## src/rtl/usb_in_pkg.sv

```systemverilog
package usb_in_pkg;

    localparam logic [1:0] TOK_OUT   = 2'b00;
    localparam logic [1:0] TOK_IN    = 2'b01;
    localparam logic [1:0] TOK_SETUP = 2'b10;

    typedef enum logic [1:0] {
        RSP_ACCEPT = 2'b00,
        RSP_DATA   = 2'b01,
        RSP_NAK    = 2'b10,
        RSP_STALL  = 2'b11
    } resp_e;

    typedef enum logic {
        ST_IDLE    = 1'b0,
        ST_WAIT_HS = 1'b1
    } txn_state_e;

endpackage

```

## src/rtl/usb_in_ep_regs.sv

```systemverilog
module usb_in_ep_regs #(
    parameter int BUF_W = 5,
    parameter int LEN_W = 7
) (
    input  logic             clk_i,
    input  logic             rst_ni,
    input  logic             cfg_we_i,
    input  logic [BUF_W-1:0] cfg_buf_i,
    input  logic [LEN_W-1:0] cfg_len_i,
    input  logic             cfg_rdy_i,
    input  logic             stall_we_i,
    input  logic             stall_val_i,
    input  logic             sent_clr_i,
    input  logic             ack_hit_i,
    input  logic             setup_hit_i,
    input  logic             link_reset_i,
    output logic [BUF_W-1:0] buf_o,
    output logic [LEN_W-1:0] len_o,
    output logic             rdy_o,
    output logic             pend_o,
    output logic             stall_o,
    output logic             sent_o
);

    logic [BUF_W-1:0] buf_n;
    logic [LEN_W-1:0] len_n;
    logic             rdy_n, pend_n, stall_n, sent_n;

    // Software writes first, hardware events override them.
    always_comb begin
        buf_n   = buf_o;
        len_n   = len_o;
        rdy_n   = rdy_o;
        pend_n  = pend_o;
        stall_n = stall_o;
        sent_n  = sent_o;
        if (cfg_we_i) begin
            buf_n  = cfg_buf_i;
            len_n  = cfg_len_i;
            rdy_n  = cfg_rdy_i;
            pend_n = 1'b0;
        end
        if (stall_we_i) stall_n = stall_val_i;
        if (sent_clr_i) sent_n = 1'b0;
        if (ack_hit_i) begin
            rdy_n  = 1'b0;
            sent_n = 1'b1;
        end
        if (setup_hit_i) begin
            if (rdy_n) pend_n = 1'b1;
            rdy_n   = 1'b0;
            stall_n = 1'b0;
        end
        if (link_reset_i) begin
            if (rdy_n) pend_n = 1'b1;
            rdy_n = 1'b0;
        end
    end

    always_ff @(posedge clk_i or negedge rst_ni) begin
        if (!rst_ni) begin
            buf_o   <= '0;
            len_o   <= '0;
            rdy_o   <= 1'b0;
            pend_o  <= 1'b0;
            stall_o <= 1'b0;
            sent_o  <= 1'b0;
        end else begin
            buf_o   <= buf_n;
            len_o   <= len_n;
            rdy_o   <= rdy_n;
            pend_o  <= pend_n;
            stall_o <= stall_n;
            sent_o  <= sent_n;
        end
    end

endmodule

```

## src/rtl/usb_in_txn_fsm.sv

```systemverilog
module usb_in_txn_fsm
    import usb_in_pkg::*;
#(
    parameter int NUM_EP = 12,
    parameter int EP_W   = 4,
    parameter int BUF_W  = 5,
    parameter int LEN_W  = 7
) (
    input  logic                           clk_i,
    input  logic                           rst_ni,
    input  logic                           tok_valid_i,
    input  logic [1:0]                     tok_type_i,
    input  logic [EP_W-1:0]                tok_ep_i,
    input  logic                           host_ack_i,
    input  logic                           host_noack_i,
    input  logic                           link_reset_i,
    input  logic [NUM_EP-1:0]              rdy_i,
    input  logic [NUM_EP-1:0]              stall_i,
    input  logic [NUM_EP-1:0][BUF_W-1:0]   buf_i,
    input  logic [NUM_EP-1:0][LEN_W-1:0]   len_i,
    output logic                           resp_valid_o,
    output resp_e                          resp_o,
    output logic [BUF_W-1:0]               rd_buf_o,
    output logic [LEN_W-1:0]               rd_len_o,
    output logic [NUM_EP-1:0]              ack_hit_o,
    output logic [NUM_EP-1:0]              setup_hit_o
);

    localparam logic [EP_W:0] EP_LIMIT = (EP_W+1)'(NUM_EP);

    txn_state_e      state_q, state_d;
    logic [EP_W-1:0] hold_ep_q;
    logic            ep_ok, tok_live, is_in, is_out, is_setup;
    logic            sel_rdy, sel_stall;
    resp_e           resp_d;

    assign ep_ok    = ({1'b0, tok_ep_i} < EP_LIMIT);
    assign tok_live = tok_valid_i && (state_q == ST_IDLE) && !link_reset_i;
    assign is_in    = (tok_type_i == TOK_IN);
    assign is_out   = (tok_type_i == TOK_OUT);
    assign is_setup = (tok_type_i == TOK_SETUP);
    assign sel_rdy   = ep_ok && rdy_i[tok_ep_i];
    assign sel_stall = ep_ok && stall_i[tok_ep_i];

    always_comb begin
        if (!ep_ok)         resp_d = RSP_NAK;
        else if (sel_stall) resp_d = RSP_STALL;
        else if (is_out)    resp_d = RSP_ACCEPT;
        else if (sel_rdy)   resp_d = RSP_DATA;
        else                resp_d = RSP_NAK;
    end

    always_comb begin
        state_d = state_q;
        unique case (state_q)
            ST_IDLE: begin
                if (tok_live && is_in && resp_d == RSP_DATA) state_d = ST_WAIT_HS;
            end
            ST_WAIT_HS: begin
                if (host_ack_i || host_noack_i || link_reset_i) state_d = ST_IDLE;
            end
            default: state_d = ST_IDLE;
        endcase
    end

    for (genvar g = 0; g < NUM_EP; g++) begin : g_hit
        assign ack_hit_o[g]   = (state_q == ST_WAIT_HS) && host_ack_i &&
                                (hold_ep_q == EP_W'(g));
        assign setup_hit_o[g] = tok_live && is_setup && (tok_ep_i == EP_W'(g));
    end

    // State register
    always_ff @(posedge clk_i or negedge rst_ni) begin
        if (!rst_ni) begin
            state_q   <= ST_IDLE;
            hold_ep_q <= '0;
        end else begin
            state_q <= state_d;
            if (state_q == ST_IDLE && state_d == ST_WAIT_HS) hold_ep_q <= tok_ep_i;
        end
    end

    // Outputs
    always_ff @(posedge clk_i or negedge rst_ni) begin
        if (!rst_ni) begin
            resp_valid_o <= 1'b0;
            resp_o       <= RSP_ACCEPT;
            rd_buf_o     <= '0;
            rd_len_o     <= '0;
        end else begin
            resp_valid_o <= tok_live && (is_in || is_out);
            if (tok_live && (is_in || is_out)) begin
                resp_o <= resp_d;
                if (is_in && resp_d == RSP_DATA) begin
                    rd_buf_o <= buf_i[tok_ep_i];
                    rd_len_o <= len_i[tok_ep_i];
                end
            end
        end
    end

endmodule

```

## src/rtl/usb_in_ep_ctrl.sv

```systemverilog
module usb_in_ep_ctrl
    import usb_in_pkg::*;
#(
    parameter int NUM_EP  = 12,
    parameter int NUM_BUF = 32,
    parameter int MAX_LEN = 64,
    localparam int EP_W  = $clog2(NUM_EP),
    localparam int BUF_W = $clog2(NUM_BUF),
    localparam int LEN_W = $clog2(MAX_LEN + 1)
) (
    input  logic              clk_i,
    input  logic              rst_ni,
    input  logic              cfg_we_i,
    input  logic [EP_W-1:0]   cfg_ep_i,
    input  logic [BUF_W-1:0]  cfg_buf_i,
    input  logic [LEN_W-1:0]  cfg_len_i,
    input  logic              cfg_rdy_i,
    input  logic              stall_we_i,
    input  logic [EP_W-1:0]   stall_ep_i,
    input  logic              stall_val_i,
    input  logic [NUM_EP-1:0] sent_clr_i,
    input  logic              tok_valid_i,
    input  logic [1:0]        tok_type_i,
    input  logic [EP_W-1:0]   tok_ep_i,
    input  logic              host_ack_i,
    input  logic              host_noack_i,
    input  logic              link_reset_i,
    output logic              resp_valid_o,
    output logic [1:0]        resp_o,
    output logic [BUF_W-1:0]  rd_buf_o,
    output logic [LEN_W-1:0]  rd_len_o,
    output logic [NUM_EP-1:0] rdy_o,
    output logic [NUM_EP-1:0] pend_o,
    output logic [NUM_EP-1:0] stall_o,
    output logic [NUM_EP-1:0] sent_o,
    output logic              pkt_sent_irq_o
);

    localparam logic [LEN_W-1:0] LEN_MAX = LEN_W'(MAX_LEN);

    logic [NUM_EP-1:0][BUF_W-1:0] ep_buf;
    logic [NUM_EP-1:0][LEN_W-1:0] ep_len;
    logic [NUM_EP-1:0]            ack_hit, setup_hit;
    logic                         cfg_ok;
    resp_e                        resp;

    assign cfg_ok = cfg_we_i && (cfg_len_i <= LEN_MAX);

    for (genvar g = 0; g < NUM_EP; g++) begin : g_ep
        usb_in_ep_regs #(.BUF_W(BUF_W), .LEN_W(LEN_W)) u_regs (
            .clk_i        (clk_i),
            .rst_ni       (rst_ni),
            .cfg_we_i     (cfg_ok && (cfg_ep_i == EP_W'(g))),
            .cfg_buf_i    (cfg_buf_i),
            .cfg_len_i    (cfg_len_i),
            .cfg_rdy_i    (cfg_rdy_i),
            .stall_we_i   (stall_we_i && (stall_ep_i == EP_W'(g))),
            .stall_val_i  (stall_val_i),
            .sent_clr_i   (sent_clr_i[g]),
            .ack_hit_i    (ack_hit[g]),
            .setup_hit_i  (setup_hit[g]),
            .link_reset_i (link_reset_i),
            .buf_o        (ep_buf[g]),
            .len_o        (ep_len[g]),
            .rdy_o        (rdy_o[g]),
            .pend_o       (pend_o[g]),
            .stall_o      (stall_o[g]),
            .sent_o       (sent_o[g])
        );
    end

    usb_in_txn_fsm #(
        .NUM_EP(NUM_EP), .EP_W(EP_W), .BUF_W(BUF_W), .LEN_W(LEN_W)
    ) u_fsm (
        .clk_i        (clk_i),
        .rst_ni       (rst_ni),
        .tok_valid_i  (tok_valid_i),
        .tok_type_i   (tok_type_i),
        .tok_ep_i     (tok_ep_i),
        .host_ack_i   (host_ack_i),
        .host_noack_i (host_noack_i),
        .link_reset_i (link_reset_i),
        .rdy_i        (rdy_o),
        .stall_i      (stall_o),
        .buf_i        (ep_buf),
        .len_i        (ep_len),
        .resp_valid_o (resp_valid_o),
        .resp_o       (resp),
        .rd_buf_o     (rd_buf_o),
        .rd_len_o     (rd_len_o),
        .ack_hit_o    (ack_hit),
        .setup_hit_o  (setup_hit)
    );

    assign resp_o         = resp;
    assign pkt_sent_irq_o = |sent_o;

endmodule

```

## config.mk

```make
export PLATFORM = sky130hd
export DESIGN_NAME = usb_in_ep_ctrl
export DESIGN_NICKNAME = d
export VERILOG_FILES = /design/src/rtl/usb_in_pkg.sv /design/src/rtl/usb_in_ep_regs.sv /design/src/rtl/usb_in_txn_fsm.sv /design/src/rtl/usb_in_ep_ctrl.sv
export SDC_FILE = /design/constraint.sdc
export NUM_CORES = 1
export LEC_CHECK = 0
export BUFFER_PORTS_ARGS = -buffer_cell sky130_fd_sc_hd__buf_2
export CORE_MARGIN = 8
export CORE_UTILIZATION = 59
export CTS_CLUSTER_SIZE = 30
export DETAILED_ROUTE_END_ITERATION = 10
export PLACE_DENSITY = 0.86
export SLEW_MARGIN = 10
export SYNTH_ARGS = -nofsm -noshare
export SYNTH_HDL_FRONTEND = slang
export SYNTH_HIERARCHICAL = 1
export SYNTH_SLANG_ARGS = --single-unit
```

## constraint.sdc

```tcl
create_clock -name clk_i -period 2.6 [get_ports clk_i]
set_clock_uncertainty 0.1 [all_clocks]
set_input_delay 0.13 -clock clk_i [delete_from_list [all_inputs] [get_ports clk_i]]
set_output_delay 0.13 -clock clk_i [all_outputs]
set_load 0.01 [all_outputs]
```

**After elaboration in Yosys (flattened, before gate mapping)**

Index checks and enable logic that the tools add are counted.

- Equality and inequality tests: 47
- $lt $le $gt $ge: 3
- Bitwise operators: 1
- Mux-type cells: 171
- Shift operators: 0
- $add $sub $neg: 0
- Reductions and logical operators: 95
- Multipliers: 0
- Div/mod/pow operators: 0

Operator list:

| cell | count |
|---|---|
| 1-bit 2-to-1 mux | 160 |
| 4-bit by 3-bit equality test with 1-bit output, second input constant | 16 |
| 4-bit equality test, second input constant | 16 |
| 1-bit logical AND | 60 |
| 2-bit nonzero test | 24 |
| 4-bit by 2-bit equality test with 1-bit output, second input constant | 8 |
| 7-bit binary-select mux with 4-bit select | 1 |
| 5-bit binary-select mux with 4-bit select | 1 |
| 4-bit by 1-bit equality test with 1-bit output, second input constant | 4 |
| 4-bit zero test | 4 |
| 12-bit OR reduction | 1 |
| 1-bit binary-select mux with 4-bit select | 2 |
| 2-bit 2-to-1 mux | 4 |
| 7-bit less-or-equal comparator, second input constant | 1 |
| 7-bit 2-to-1 mux | 1 |
| 4-bit by 5-bit less-than comparator with 1-bit output, second input constant | 1 |
| 5-bit 2-to-1 mux | 1 |
| 2-bit by 1-bit equality test with 1-bit output, second input constant | 2 |
| 4-bit less-than comparator, second input constant | 1 |
| 1-bit logical OR | 3 |
| 2-bit equality test, second input constant | 1 |
| 2-bit zero test | 1 |
| 1-bit one-hot mux with 2 select lines | 1 |
| 2-bit AND reduction | 1 |
| 2 further kinds | 2 |

- Word-level logic and storage cells: 395
- Latch bits: 0
- Input bits: 48
- Memory bits (writable): 0
- Register bits: 212
- Output and inout bits: 64
- Memories: 0
- ROM bits: 0

**Longest topological paths before layout**

Gate-level depths: netlist (run 1).

- Depth after elaboration: 12
- Gate-level depth with buffers: 9
- Mapped depth without buffers: 8

**Cells and area by module**

The synthesis (run 1) kept the hierarchy.

Modules (own cells, without submodules):

| module | instances | cells an instance | area each (µm²) |
|---|---|---|---|
| usb_in_ep_regs | 12 | 40 | 663.1 |
| usb_in_txn_fsm | 1 | 200 | 2,338.5 |
| usb_in_ep_ctrl | 1 | 43 | 252.7 |

**Least setup slack after synthesis (run 1)**

OpenSTA, ideal clock, no wires.

- Path kind: reg-to-reg
- From: register g_ep[7].u_regs.rdy_o
- To: register u_fsm.hold_ep_q[3]
- Path slack: 0.341 ns
- Stages on the path, launching flop included: 8
- Required time: 2.375 ns
- Library setup time: 0.125 ns
- Period minus slack after synthesis: 2.259 ns
- Arrival time: 2.034 ns
- Path through: dfrtp_1 mux4_2 nand2b_1 a32o_1 o2111a_1 buf_6 buf_12 mux2_4

- Word-level cells in the longest chain between the ends: 12

RTL lines:

| what | RTL line | text |
|---|---|---|
| from (decl) | usb_in_ep_regs.sv:19 | `output logic rdy_o,` |
| from (signal assigned) | usb_in_ep_regs.sv:71 | `rdy_o <= rdy_n;` |
| 1-bit binary-select mux with 4-bit select | usb_in_txn_fsm.sv:42 | `assign sel_rdy = ep_ok && rdy_i[tok_ep_i];` |
| 1-bit 2-to-1 mux (not written as such) | usb_in_txn_fsm.sv:42 |  |
| 1-bit logical AND | usb_in_txn_fsm.sv:42 |  |
| 2-bit 2-to-1 mux | usb_in_txn_fsm.sv:49 | `else if (sel_rdy) resp_d = RSP_DATA;` |
| 2-bit 2-to-1 mux | usb_in_txn_fsm.sv:48 | `else if (is_out) resp_d = RSP_ACCEPT;` |
| 2-bit 2-to-1 mux | usb_in_txn_fsm.sv:47 | `else if (sel_stall) resp_d = RSP_STALL;` |
| 2-bit 2-to-1 mux | usb_in_txn_fsm.sv:46 | `if (!ep_ok) resp_d = RSP_NAK;` |
| 2-bit by 1-bit equality test with 1-bit output | usb_in_txn_fsm.sv:57 | `if (tok_live && is_in && resp_d == RSP_DATA) state_d = ST_WAIT_HS;` |
| 1-bit logical AND | usb_in_txn_fsm.sv:57 |  |
| 1-bit 2-to-1 mux | usb_in_txn_fsm.sv:57 |  |
| 1-bit one-hot mux with 2 select lines | usb_in_txn_fsm.sv:55 | `unique case (state_q)` |
| 1-bit logical AND | usb_in_txn_fsm.sv:79 | `if (state_q == ST_IDLE && state_d == ST_WAIT_HS) hold_ep_q <= tok_ep_i;` |
| to (signal assigned) | usb_in_txn_fsm.sv:79 |  |
| to (decl) | usb_in_txn_fsm.sv:32 | `logic [EP_W-1:0] hold_ep_q;` |

Every way passes these cells. The select of a mux whose other input is x is not followed.
A chain may end at the register's enable or synchronous reset.

**Final worst setup path (run 1)**

- From: register g_ep[7].u_regs.stall_o
- To: register u_fsm.hold_ep_q[1]

- Word-level cells in the longest chain between the ends: 10

RTL lines:

| what | RTL line | text |
|---|---|---|
| from (decl) | usb_in_ep_regs.sv:21 | `output logic stall_o,` |
| from (signal assigned) | usb_in_ep_regs.sv:73 | `stall_o <= stall_n;` |
| 1-bit binary-select mux with 4-bit select | usb_in_txn_fsm.sv:43 | `assign sel_stall = ep_ok && stall_i[tok_ep_i];` |
| 1-bit 2-to-1 mux (not written as such) | usb_in_txn_fsm.sv:43 |  |
| 1-bit logical AND | usb_in_txn_fsm.sv:43 |  |
| 2-bit 2-to-1 mux | usb_in_txn_fsm.sv:47 |  |
| 2-bit 2-to-1 mux | usb_in_txn_fsm.sv:46 |  |
| 2-bit by 1-bit equality test with 1-bit output | usb_in_txn_fsm.sv:57 |  |
| 1-bit logical AND | usb_in_txn_fsm.sv:57 |  |
| 1-bit 2-to-1 mux | usb_in_txn_fsm.sv:57 |  |
| 1-bit one-hot mux with 2 select lines | usb_in_txn_fsm.sv:55 |  |
| 1-bit logical AND | usb_in_txn_fsm.sv:79 |  |

Every way passes these cells. The select of a mux whose other input is x is not followed.

==> summary.md, run 1 <==
| Metric | Value |
|---|---|
| Max-slew violation count | `0` |
| Commonest cells after routing, fill and taps aside | `dfrtp_1, buf_2, mux2_4, mux2_2, nor2_1` |
| CP endpoint kind | `flip-flop` |
| Combinational family with the most area after synthesis | `multiplexers` |
| Post-DP Area | `11,450 um2` |
| IO buf count | `between 100 and 150` |
| Layout cells sized above 1 | `0.4585` |
| RSZ-0062 raised after global routing | `no` |
| Clock Latency Late Sink | `around 0.50 ns` |
| Mean Syn Cell Area | `14.59 um2` |
| Max-Cap Viols | `0` |
| HP Start | `tok_type_i[0]` |
| Tot Pwr | `8.884 mW` |
| Final instance area | `12,400 um2` |
| Fin crit share | `0.9140` |
| First-pass GRT wire length | `43.63 mm` |
| Vias in the first global route | `7,556` |
| Core ar. | `about 18,000 um2` |
| Overall die height | `149.7 um` |
| Worst Setup SP | `g_ep[7].u_regs/stall_o` |
| Max VDD drop | `0.5299 mV` |
| Slew headroom | `0.5238` |
| Data arrival time of the critical path | `2.66 ns` |
| Area grow syn2layout | `17.58%` |
| Worst hold path type | `in -> reg` |
| Syn Nets | `771` |
| Final hold vios | `0` |
| Status | `finished, final reports clean` |
| Width of the chip | `149.7 um` |
| Share of the synthesized area in the top cell type | `0.5029` |
| Top FF cell, synth | `dfrtp_1` |
| Critical path type | `reg -> reg` |
| CP Launch Type | `flip-flop` |
| Initial antenna violation count | `2` |
| Cells after DPL | `1,067` |
| Synth warnings | `6` |
| Final setup violation count | `0` |
| Via-to-Cell Ratio | `6.333` |
| Max Root-Sink Buffers | `3` |
| TNS Setup | `0 ns` |
| Pre-antenna DRT Iters | `5` |
| CTS resizes | `0` |
| CP max FO | `17` |
| Post-synthesis sequential area ratio | `0.5029` |
| Fin cells | `1,133` |
| Initial core utilization | `0.5933` |
| R2R Path Start | `g_ep[7].u_regs/stall_o` |
| Worst-path clk slew | `about 0.060 ns` |
| Worst EP required | `2.88 ns` |
| Final setup margin | `0.2235 ns` |
| Compound-cell area share of the yosys netlist | `0.04389` |
| Average wire per standard cell | `~25 um` |
| Synth top area cells | `dfrtp_1, mux2_4, mux4_2` |
| Leak pwr | `5.846 nW` |
| Max Fclk | `420.8 MHz` |
| # rows | `49` |
| Dpl hpwl | `approximately 18 mm` |
| Leading area contributor after synthesis | `dfrtp_1` |
| Most common cell after layout, fill and taps aside | `dfrtp_1` |
| Tmin final | `about 2.4 ns` |
| Distinct cells, synth | `39` |
| Cell area after synthesis | `10,550 um2` |
| Post-CTS Setup Inserts | `0` |
| Actual slew at the worst max-slew pin | `0.7143 ns` |
| Nets | `between 900 and 1,000` |
| Share of flip-flops with an asynchronous set or reset | `1.000` |
| #FFs+latches synth | `212` |
| Vias | `7,175` |
| Synth Area in Adders | `0` |
| CTS Hold Bufs | `29` |
| PD cells | `716.3 nW/um2` |
| Gp weighted congestion | `~0.85` |
| Synth Area in Simple Gates | `0.06607` |
| XOR/XNOR share of the synthesized area | `0` |
| Post-synth EDFFs | `0` |
| Clock root buffer | `clkbuf_16` |
| GRT Residual Overflow | `0` |
| DRT iter0 DRCs | `736` |
| DRC errors left | `0` |
| Routed WL | `roughly 28 mm` |
| Antenna-violating nets left | `0` |
| Largest net degree at the start of global routing | `78` |
| IO Pins | `between 100 and 150` |
| Placement Setup Slack | `0.05406 ns` |
| Clock buffer count from CTS | `23` |
| Die area | `22,410 um2` |
| Synth Instances | `about 720` |
| Gr usage total | `0.2511` |
| CTS tree | `done` |
| H-Tree Depth | `1` |
| CTS Sinks | `212` |
| Mux share of post-synthesis cell area | `0.3338` |
layer usage:
layer	wire length, um	share of wire	global-route usage
met5	12	0.00043	0
met4	911	0.033	0.09245
met3	2342	0.084	0.05231
met2	13390	0.48	0.4014
met1	11240	0.40	0.3341
power breakdown:
| group | switching, mW | leakage, nW | internal, mW |
|---|---|---|---|
| Combinational | 0.680 | 2.78 | 1.01 |
| Clock | 1.24 | 0.320 | 1.70 |
| Sequential | 0.373 | 2.75 | 3.87 |
| Total | 2.30 | 5.85 | 6.59 |
cells in the mapped netlist (9+ instances only):
cell type,n
a21o_1,12
nor3_1,15
nand3_1,15
a21oi_1,13
mux2i_1,39
nor4_1,18
clkbuf_1,9
o21ai_0,24
nand2_1,20
mux2_4,105
nor2_1,45
dfrtp_1,212
mux4_2,41
buf_6,15
inv_1,16
buf_12,13
nand2b_1,10
mux2_2,56
o21ba_2,12
kinds of logic (layout without fill, tap and decap cells):
| family | count (synthesis) | count (layout) |
|---|---|---|
| and+or+nand+nor | 140 | 140 |
| AOI/OAI and AO/OA | 69 | 69 |
| DFF | 212 | 212 |
| muxes | 241 | 241 |
| other | 0 | 1 |
| buffers and inverters | 61 | 241 |
layout make-up:
| type | count | area (um2) |
|---|---|---|
| clock buffer | 35 | 650.6 |
| timing repair buffer | 189 | 1348 |
| fill | 1091 | 5376 |
| antenna | 1 | 2.502 |
| sequential | 212 | 5305 |
| clock inverter | 1 | 5.005 |
| tap | 229 | 286.5 |
| inverter | 16 | 60.06 |
| multi-input combinational | 450 | 4746 |
per-stage QoR:
stage	hold WS [ns]	utilization
CTS	0.003445	0.6975
finish	0.02014	0.6976
global route	0.01949	0.6976
detailed placement	0.1029	0.6443
floorplan	-0.2656	-
global placement	0.09943	0.6443
critical path: stages, from the launching register on:
cell and delay (ns):
dfrtp_1 0.40, mux4_2 0.47, mux2_2 0.29, o21ai_1 0.17
o2111a_1 0.25, buf_12 0.20, mux2_2 0.36
registers in the layout, summed over array words and instances, names as in the netlist:
signal / cells
g_ep.u_regs/sent_o: 12
g_ep.u_regs/rdy_o: 12
g_ep.u_regs/pend_o: 12
u_fsm/hold_ep_q: 4
g_ep.u_regs/stall_o: 12
u_fsm/state_q: 1
u_fsm/resp_o: 2
g_ep.u_regs/len_o: 84
u_fsm/resp_valid_o: 1
u_fsm/rd_buf_o: 5
g_ep.u_regs/buf_o: 60
u_fsm/rd_len_o: 7
worst paths after layout:
kind                                                 to  slack, ns  cells after the start
worst min-delay path                    u_fsm/resp_o[0]       0.02                      5
max in group asynchronous        g_ep[8].u_regs/stall_o       1.50                      3
worst max register to register       u_fsm/hold_ep_q[1]       0.22                      6
worst max-delay path                 u_fsm/hold_ep_q[1]       0.22                      6
min in group asynchronous       g_ep[1].u_regs/len_o[5]       0.13                      2
worst min register to register          u_fsm/resp_o[1]       0.40                      1
(Power assumes the default switching activity.)
==> run 2, diff against run 1 <==
--- a/config.mk
+++ b/config.mk
@@ -5,8 +5,8 @@
 export SDC_FILE = /design/constraint.sdc
 export NUM_CORES = 1
 export LEC_CHECK = 0
+export ABC_AREA = 1
 export BUFFER_PORTS_ARGS = -buffer_cell sky130_fd_sc_hd__buf_2
-export CORE_MARGIN = 8
 export CORE_UTILIZATION = 59
 export CTS_CLUSTER_SIZE = 30
 export DETAILED_ROUTE_END_ITERATION = 10
==> run 2 against run 1 <==
Critical path depth rose by 7. Register-to-register slack improved by 0.11 ns. Global-route usage increased by 9.7 points. Sequential power is 2% lower. Largest cell class unchanged. Highest routed layer is now met4.
==> summary.md, run 2 <==
| Metric | Value |
|---|---|
| Max-Cap Viols | `0` |
| Worst hold path type | `in -> reg` |
| Post-synthesis sequential area ratio | `0.5203` |
| Worst path buffer plus inverter count | `6` |
| Distinct cells, synth | `24` |
| Switch Pwr | `about 2.5 mW` |
| Clock share of power | `0.381` |
| CP top delay family | `buffers and inverters` |
| Status | `finished, final reports clean` |
| # rows | `47` |
| CTS Sinks | `about 210` |
| Worst EP required | `2.89 ns` |
| Share of the synthesized area in the top cell type | `0.5203` |
| TNS Setup | `0 ns` |
| Most frequent CP cell | `inv_1` |
| Post-CTS Setup Inserts | `0` |
| Synth Instances | `1,331` |
| Commonest cells after routing, fill and taps aside | `nand2_1, dfrtp_1, buf_2, inv_1, nor2_1` |
| Fin crit share | `0.9144` |
| Synth warnings | `6` |
| Gp weighted congestion | `0.9269` |
| H-Tree Depth | `1` |
| Data arrival time of the critical path | `2.67 ns` |
| DRT iter0 DRCs | `1,343` |
| Logic gate share of total power | `0.153` |
| Most common cell after layout, fill and taps aside | `nand2_1` |
| Core ar. | `16,700 um2` |
| Initial core utilization | `0.6105` |
| Final setup violation count | `0` |
| Synth top area cells | `dfrtp_1, nand2_1, a22oi_1` |
| Max Root-Sink Buffers | `3` |
| Area of the multi-input gates | `around 4200 um2` |
| Routed WL | `30.33 mm` |
| Net Sw Frac | `0.2800` |
| Max incr delay on CP | `0.55 ns` |
| Initial antenna violation count | `0` |
| PD cells | `roughly 740 nW/um2` |
| CP Launch Type | `input port` |
| CTS tree | `done` |
| Gr usage total | `0.3484` |
| Max reg flops | `84` |
| Nets | `between 1,500 and 2,000` |
| Leak pwr | `6.742 nW` |
| Post-synth EDFFs | `0` |
| Critical path type | `in -> reg` |
| Reg area | `5305 um2` |
| Syn Nets | `approximately 1,400` |
| Actual slew at the worst max-slew pin | `0.5931 ns` |
| Hold Slack | `0.03062 ns` |
| Final instance area | `12,130 um2` |
| Layout cells sized above 1 | `0.1405` |
| Max Fclk | `420.6 MHz` |
| Fin cells | `1,722` |
| Max VDD drop | `0.5540 mV` |
| Clock root buffer | `clkbuf_16` |
| Final setup margin | `0.2226 ns` |
| Seq pwr share | `0.466` |
| Final hold vios | `0` |
| Via-to-Cell Ratio | `approximately 5.7` |
| Pre-antenna DRT Iters | `6` |
| Cell area after synthesis | `10,200 um2` |
| Mean Syn Cell Area | `7.660 um2` |
| Width of the chip | `between 100 and 150 um` |
| Leading area contributor after synthesis | `dfrtp_1` |
| Tot Pwr | `8.947 mW` |
| P_int | `6.441 mW` |
| IO Pins | `between 100 and 150` |
| Max-slew violation count | `0` |
| Cells along the critical path | `dlygate4sd3_1 > buf_2 > inv_1 > nand2_1 > nor2_1 > inv_1 > nor3_1 > nand2_1 > nor2_1 > inv_1 > o21ai_0 > a21oi_1 > dlygate4sd3_1` |
| Fin util | `0.7265` |
| Share of flip-flops with an asynchronous set or reset | `1.000` |
| FILL cells | `1,228` |
| Overall die height | `133.5 um` |
| Synth top cells by count | `nand2_1, dfrtp_1, inv_1` |
| Antenna-violating nets left | `0` |
| Area grow syn2layout | `19.00%` |
| Slowest library cell on the worst path | `dlygate4sd3_1` |
| Top reg by flops | `g_ep.u_regs/len_o` |
| Largest registers | `g_ep.u_regs/len_o x84, g_ep.u_regs/buf_o x60` |
| IO buf count | `111` |
| DRC errors left | `0` |
| CP max FO | `13` |
| GRT Residual Overflow | `0` |
| N_diodes | `0` |
| Cells after DPL | `around 1,600` |
| Dpl hpwl | `19.90 mm` |
| #FFs+latches synth | `between 200 and 250` |
| CP endpoint kind | `flip-flop` |
| Clock buffer count from CTS | `23` |
| Top FF cell, synth | `dfrtp_1` |
| First-pass GRT wire length | `48.58 mm` |
| RSZ-0062 raised after global routing | `no` |
| Largest net degree at the start of global routing | `71` |
| Count leader, synth | `nand2_1` |
| Clock Latency Late Sink | `between 0.5 and 0.6 ns` |
| Slew headroom | `0.6046` |
| Die area | `17,810 um2` |
| Tmin final | `2.377 ns` |
| Vias | `around 10,000` |
| Vias in the first global route | `9,300` |
| Worst-path clk slew | `0.06 ns` |
| Average wire per standard cell | `roughly 18 um` |
| Post-DP Area | `~11,000 um2` |
| Placement Setup Slack | `0.5725 ns` |
## run 2: cell types whose count changed in the layout (fill, tap and decap cells not counted), sizes merged, moves of 18 or more
cell	before	now
mux2	161	0
nor2	45	89
a22oi	0	72
mux2i	39	0
buf	159	137
nand4	0	18
mux4	41	0
inv	16	97
nand2	20	726
## run 2: worst paths after layout
check	start	to	slack, ns	depth (start not counted)
worst max-delay path	link_reset_i	g_ep[10].u_regs/stall_o	0.22	13
worst min-delay path	tok_valid_i	u_fsm/resp_o[0]	0.03	7
worst max register to register	u_fsm/state_q	g_ep[10].u_regs/stall_o	0.33	9
worst min register to register	u_fsm/rd_len_o[3]	u_fsm/rd_len_o[3]	0.37	2
max in group asynchronous	rst_ni	g_ep[5].u_regs/buf_o[4]	1.59	3
min in group asynchronous	rst_ni	g_ep[9].u_regs/buf_o[0]	0.10	2
## run 2: area by class of cell
class                   instances  area share
inverters                      97     0.03001
well taps                     220     0.02269
clock inverters                 6    0.008662
multi-input cells             974      0.3431
flip-flops and latches        212      0.4372
clock buffers                  33     0.05631
repair buffers                180      0.1020
## run 2: per-layer routing
metal | track usage | share of wire | up-vias
li1 | - | - | 4472
met4 | 0.1503 | 0.037 | 0
met1 | 0.4916 | 0.40 | 4629
met3 | 0.06811 | 0.11 | 105
met5 | 0 | 0 | -
met2 | 0.5281 | 0.45 | 635
## run 2: power by group through the flow
stage               combinational (mW)  sequential, mW  clock (mW)
floorplan                        0.737            4.16           0
global placement                  1.21            4.19           0
detailed placement                1.27            4.20           0
CTS                               1.33            4.15        3.41
global route                      1.52            4.22        3.56
finish                            1.37            4.17        3.41
## run 2: cells by family after synthesis
family,Yosys count,share of synthesized area
AOI/OAI and AO/OA,109,0.07117
buffers and inverters,145,0.07142
DFF,212,0.5203
and+or+nand+nor,865,0.3371
## run 2: tightest hold or removal path: cells and delay by family
family | cells | cell delay, ns
buf+inv | 2 | 0.18
simple gates | 5 | 0.28
## run 2: timing repair
action / CTS / global route
hold buffers: 42 / 0
gates resized for setup: 0 / 0
endpoints found under the hold margin: 249 / 0
==> run 3, diff against run 2 <==
--- a/config.mk
+++ b/config.mk
@@ -6,7 +6,7 @@
 export NUM_CORES = 1
 export LEC_CHECK = 0
 export ABC_AREA = 1
-export BUFFER_PORTS_ARGS = -buffer_cell sky130_fd_sc_hd__buf_2
+export BUFFER_PORTS_ARGS = -buffer_cell sky130_fd_sc_hd__buf_4
 export CORE_UTILIZATION = 59
 export CTS_CLUSTER_SIZE = 30
 export DETAILED_ROUTE_END_ITERATION = 10
==> run 3 against run 2 <==
Power down 2.0%. First-iteration DRC count is 6.4% lower. Core utilization increased by 1.9 points. Maximum frequency fell by 4.2%. Combinational power increased by 7%. Critical path depth down 1. Critical path type unchanged. Register-to-register slack lost 0.06 ns. Design area rose by 2.6%. Via count up 0.87%. Highest routed layer unchanged. Worst hold slack got worse by 0.0011 ns. Sequential cell count is the same. Global-route usage increased by 1.3 points.
==> summary.md, run 3 (synthesis gave the netlist of run 2 again) <==
| Metric | Value |
|---|---|
| Final instance area | `~12,000 um2` |
| Antenna-violating nets left | `0` |
| Max-slew violation count | `0` |
| Reg area | `5305 um2` |
| PD cells | `704.1 nW/um2` |
| Pre-antenna DRT Iters | `6` |
| IO buf count | `111` |
| Final setup margin | `0.1182 ns` |
| RSZ-0062 raised after global routing | `no` |
| Initial core utilization | `0.6105` |
| Area of the multi-input gates | `4170 um2` |
| Max incr delay on CP | `0.63 ns` |
| Post-CTS Setup Inserts | `0` |
| Width of the chip | `133.5 um` |
| Largest registers | `g_ep.u_regs/len_o x84, g_ep.u_regs/buf_o x60` |
| Overall die height | `about 130 um` |
| Tot Pwr | `8.764 mW` |
| Vias | `9,927` |
| H-Tree Depth | `1` |
| Fin util | `0.7453` |
| CTS tree | `done` |
| Worst hold path type | `in -> reg` |
| Via-to-Cell Ratio | `approximately 5.7` |
| Tmin final | `2.482 ns` |
| Dpl hpwl | `20.05 mm` |
| CP endpoint kind | `flip-flop` |
| CP Launch Type | `input port` |
| TNS Setup | `0 ns` |
| Largest net degree at the start of global routing | `80` |
| Most frequent CP cell | `nand2_1` |
| Clock buffer count from CTS | `23` |
| Max VDD drop | `approximately 0.56 mV` |
| Clock Latency Late Sink | `0.51 ns` |
| Gr usage total | `0.3618` |
| Clock root buffer | `clkbuf_16` |
| Actual slew at the worst max-slew pin | `0.6432 ns` |
| Routed WL | `roughly 31 mm` |
| Post-DP Area | `11,190 um2` |
| Worst path buffer plus inverter count | `5` |
| Cells after DPL | `1,638` |
| Vias in the first global route | `roughly 9,600` |
| DRC errors left | `0` |
| Worst-path clk slew | `0.06 ns` |
| CTS Sinks | `212` |
| Layout cells sized above 1 | `0.1371` |
| Status | `finished, final reports clean` |
| Nets | `1,543` |
| Leak pwr | `around 6.8 nW` |
| Commonest cells after routing, fill and taps aside | `nand2_1, dfrtp_1, buf_4, inv_1, nor2_1` |
| Cells along the critical path | `dlygate4sd3_1 > buf_4 > nor2_1 > dlygate4sd3_1 > nand2_1 > nor2_4 > inv_4 > nand2_1 > nand2_1 > nand2_1 > nor2_1 > dlygate4sd3_1` |
| Core ar. | `16,700 um2` |
| Placement Setup Slack | `0.5305 ns` |
| Average wire per standard cell | `18.08 um` |
| First-pass GRT wire length | `around 50 mm` |
| Data arrival time of the critical path | `2.78 ns` |
| Fin crit share | `0.9545` |
| CP top delay family | `buffers and inverters` |
| # rows | `47` |
| Top reg by flops | `g_ep.u_regs/len_o` |
| N_diodes | `0` |
| Final setup violation count | `0` |
| Initial antenna violation count | `0` |
| Max-Cap Viols | `0` |
| Max Root-Sink Buffers | `3` |
| Most common cell after layout, fill and taps aside | `nand2_1` |
| DRT iter0 DRCs | `1,257` |
| Slowest library cell on the worst path | `dlygate4sd3_1` |
| Max reg flops | `84` |
| Critical path type | `in -> reg` |
| Max Fclk | `between 400 and 500 MHz` |
| Slew headroom | `0.5712` |
| Final hold vios | `0` |
| CP max FO | `14` |
| Gp weighted congestion | `between 0.9 and 1` |
| Die area | `17,810 um2` |
| Fin cells | `1,730` |
| Area grow syn2layout | `22.08%` |
| IO Pins | `about 110` |
| GRT Residual Overflow | `0` |
| Hold Slack | `0.02952 ns` |
| FILL cells | `1,200` |
| Worst EP required | `2.90 ns` |
## run 3: changes by cell type in the layout (fill, tap and decap cells not counted), sizes merged
cell,delta
dlygate4sd3,+10
clkbuf,+4
buf,-3
bufinv,-3
clkinv,-1
inv,+1
## run 3: layout make-up
cell class / instances / area share
clock buffer: 37 / 0.05690
tap: 220 / 0.02212
timing repair buffer: 187 / 0.1288
multi-input combinational: 974 / 0.3350
inverter: 97 / 0.02945
clock inverter: 3 / 0.001508
sequential: 212 / 0.4262
## run 3: worst min-delay path, cell delays in order
cell     delay [ns]
buf_4          0.12
nand3_1        0.15
nor2_1         0.07
a21oi_1        0.12
## run 3: repair_timing
item,CTS,global route
gates resized for setup,0,3
hold endpoints to repair,273,0
hold buffers,52,0
setup endpoints to repair,0,1
## run 3: path summary, 6_finish.rpt
kind	from	end	slack (ns)	cells after the start
setup / recovery	cfg_ep_i[3]	g_ep[1].u_regs/rdy_o	0.12	12
hold / removal	stall_ep_i[2]	g_ep[7].u_regs/stall_o	0.03	4
setup reg to reg	u_fsm/state_q	g_ep[8].u_regs/stall_o	0.27	9
hold reg to reg	g_ep[6].u_regs/len_o[1]	g_ep[6].u_regs/len_o[1]	0.37	2
max in group asynchronous	rst_ni	g_ep[0].u_regs/buf_o[1]	1.44	3
min in group asynchronous	rst_ni	g_ep[9].u_regs/buf_o[2]	0.13	2
## run 3: per-layer routing
layer	routed length, um	GRT usage
met5	0	0
met4	1619	0.1793
met3	3670	0.08942
met2	14250	0.5605
met1	11740	0.4773
## run 3: where the power goes
| group | leakage (nW) | switching, mW | total (mW) | internal [mW] |
|---|---|---|---|---|
| sequential | 2.77 | 0.333 | 4.16 | 3.83 |
| combinational | 3.66 | 0.881 | 1.47 | 0.585 |
| clock | 0.360 | 1.28 | 3.13 | 1.85 |
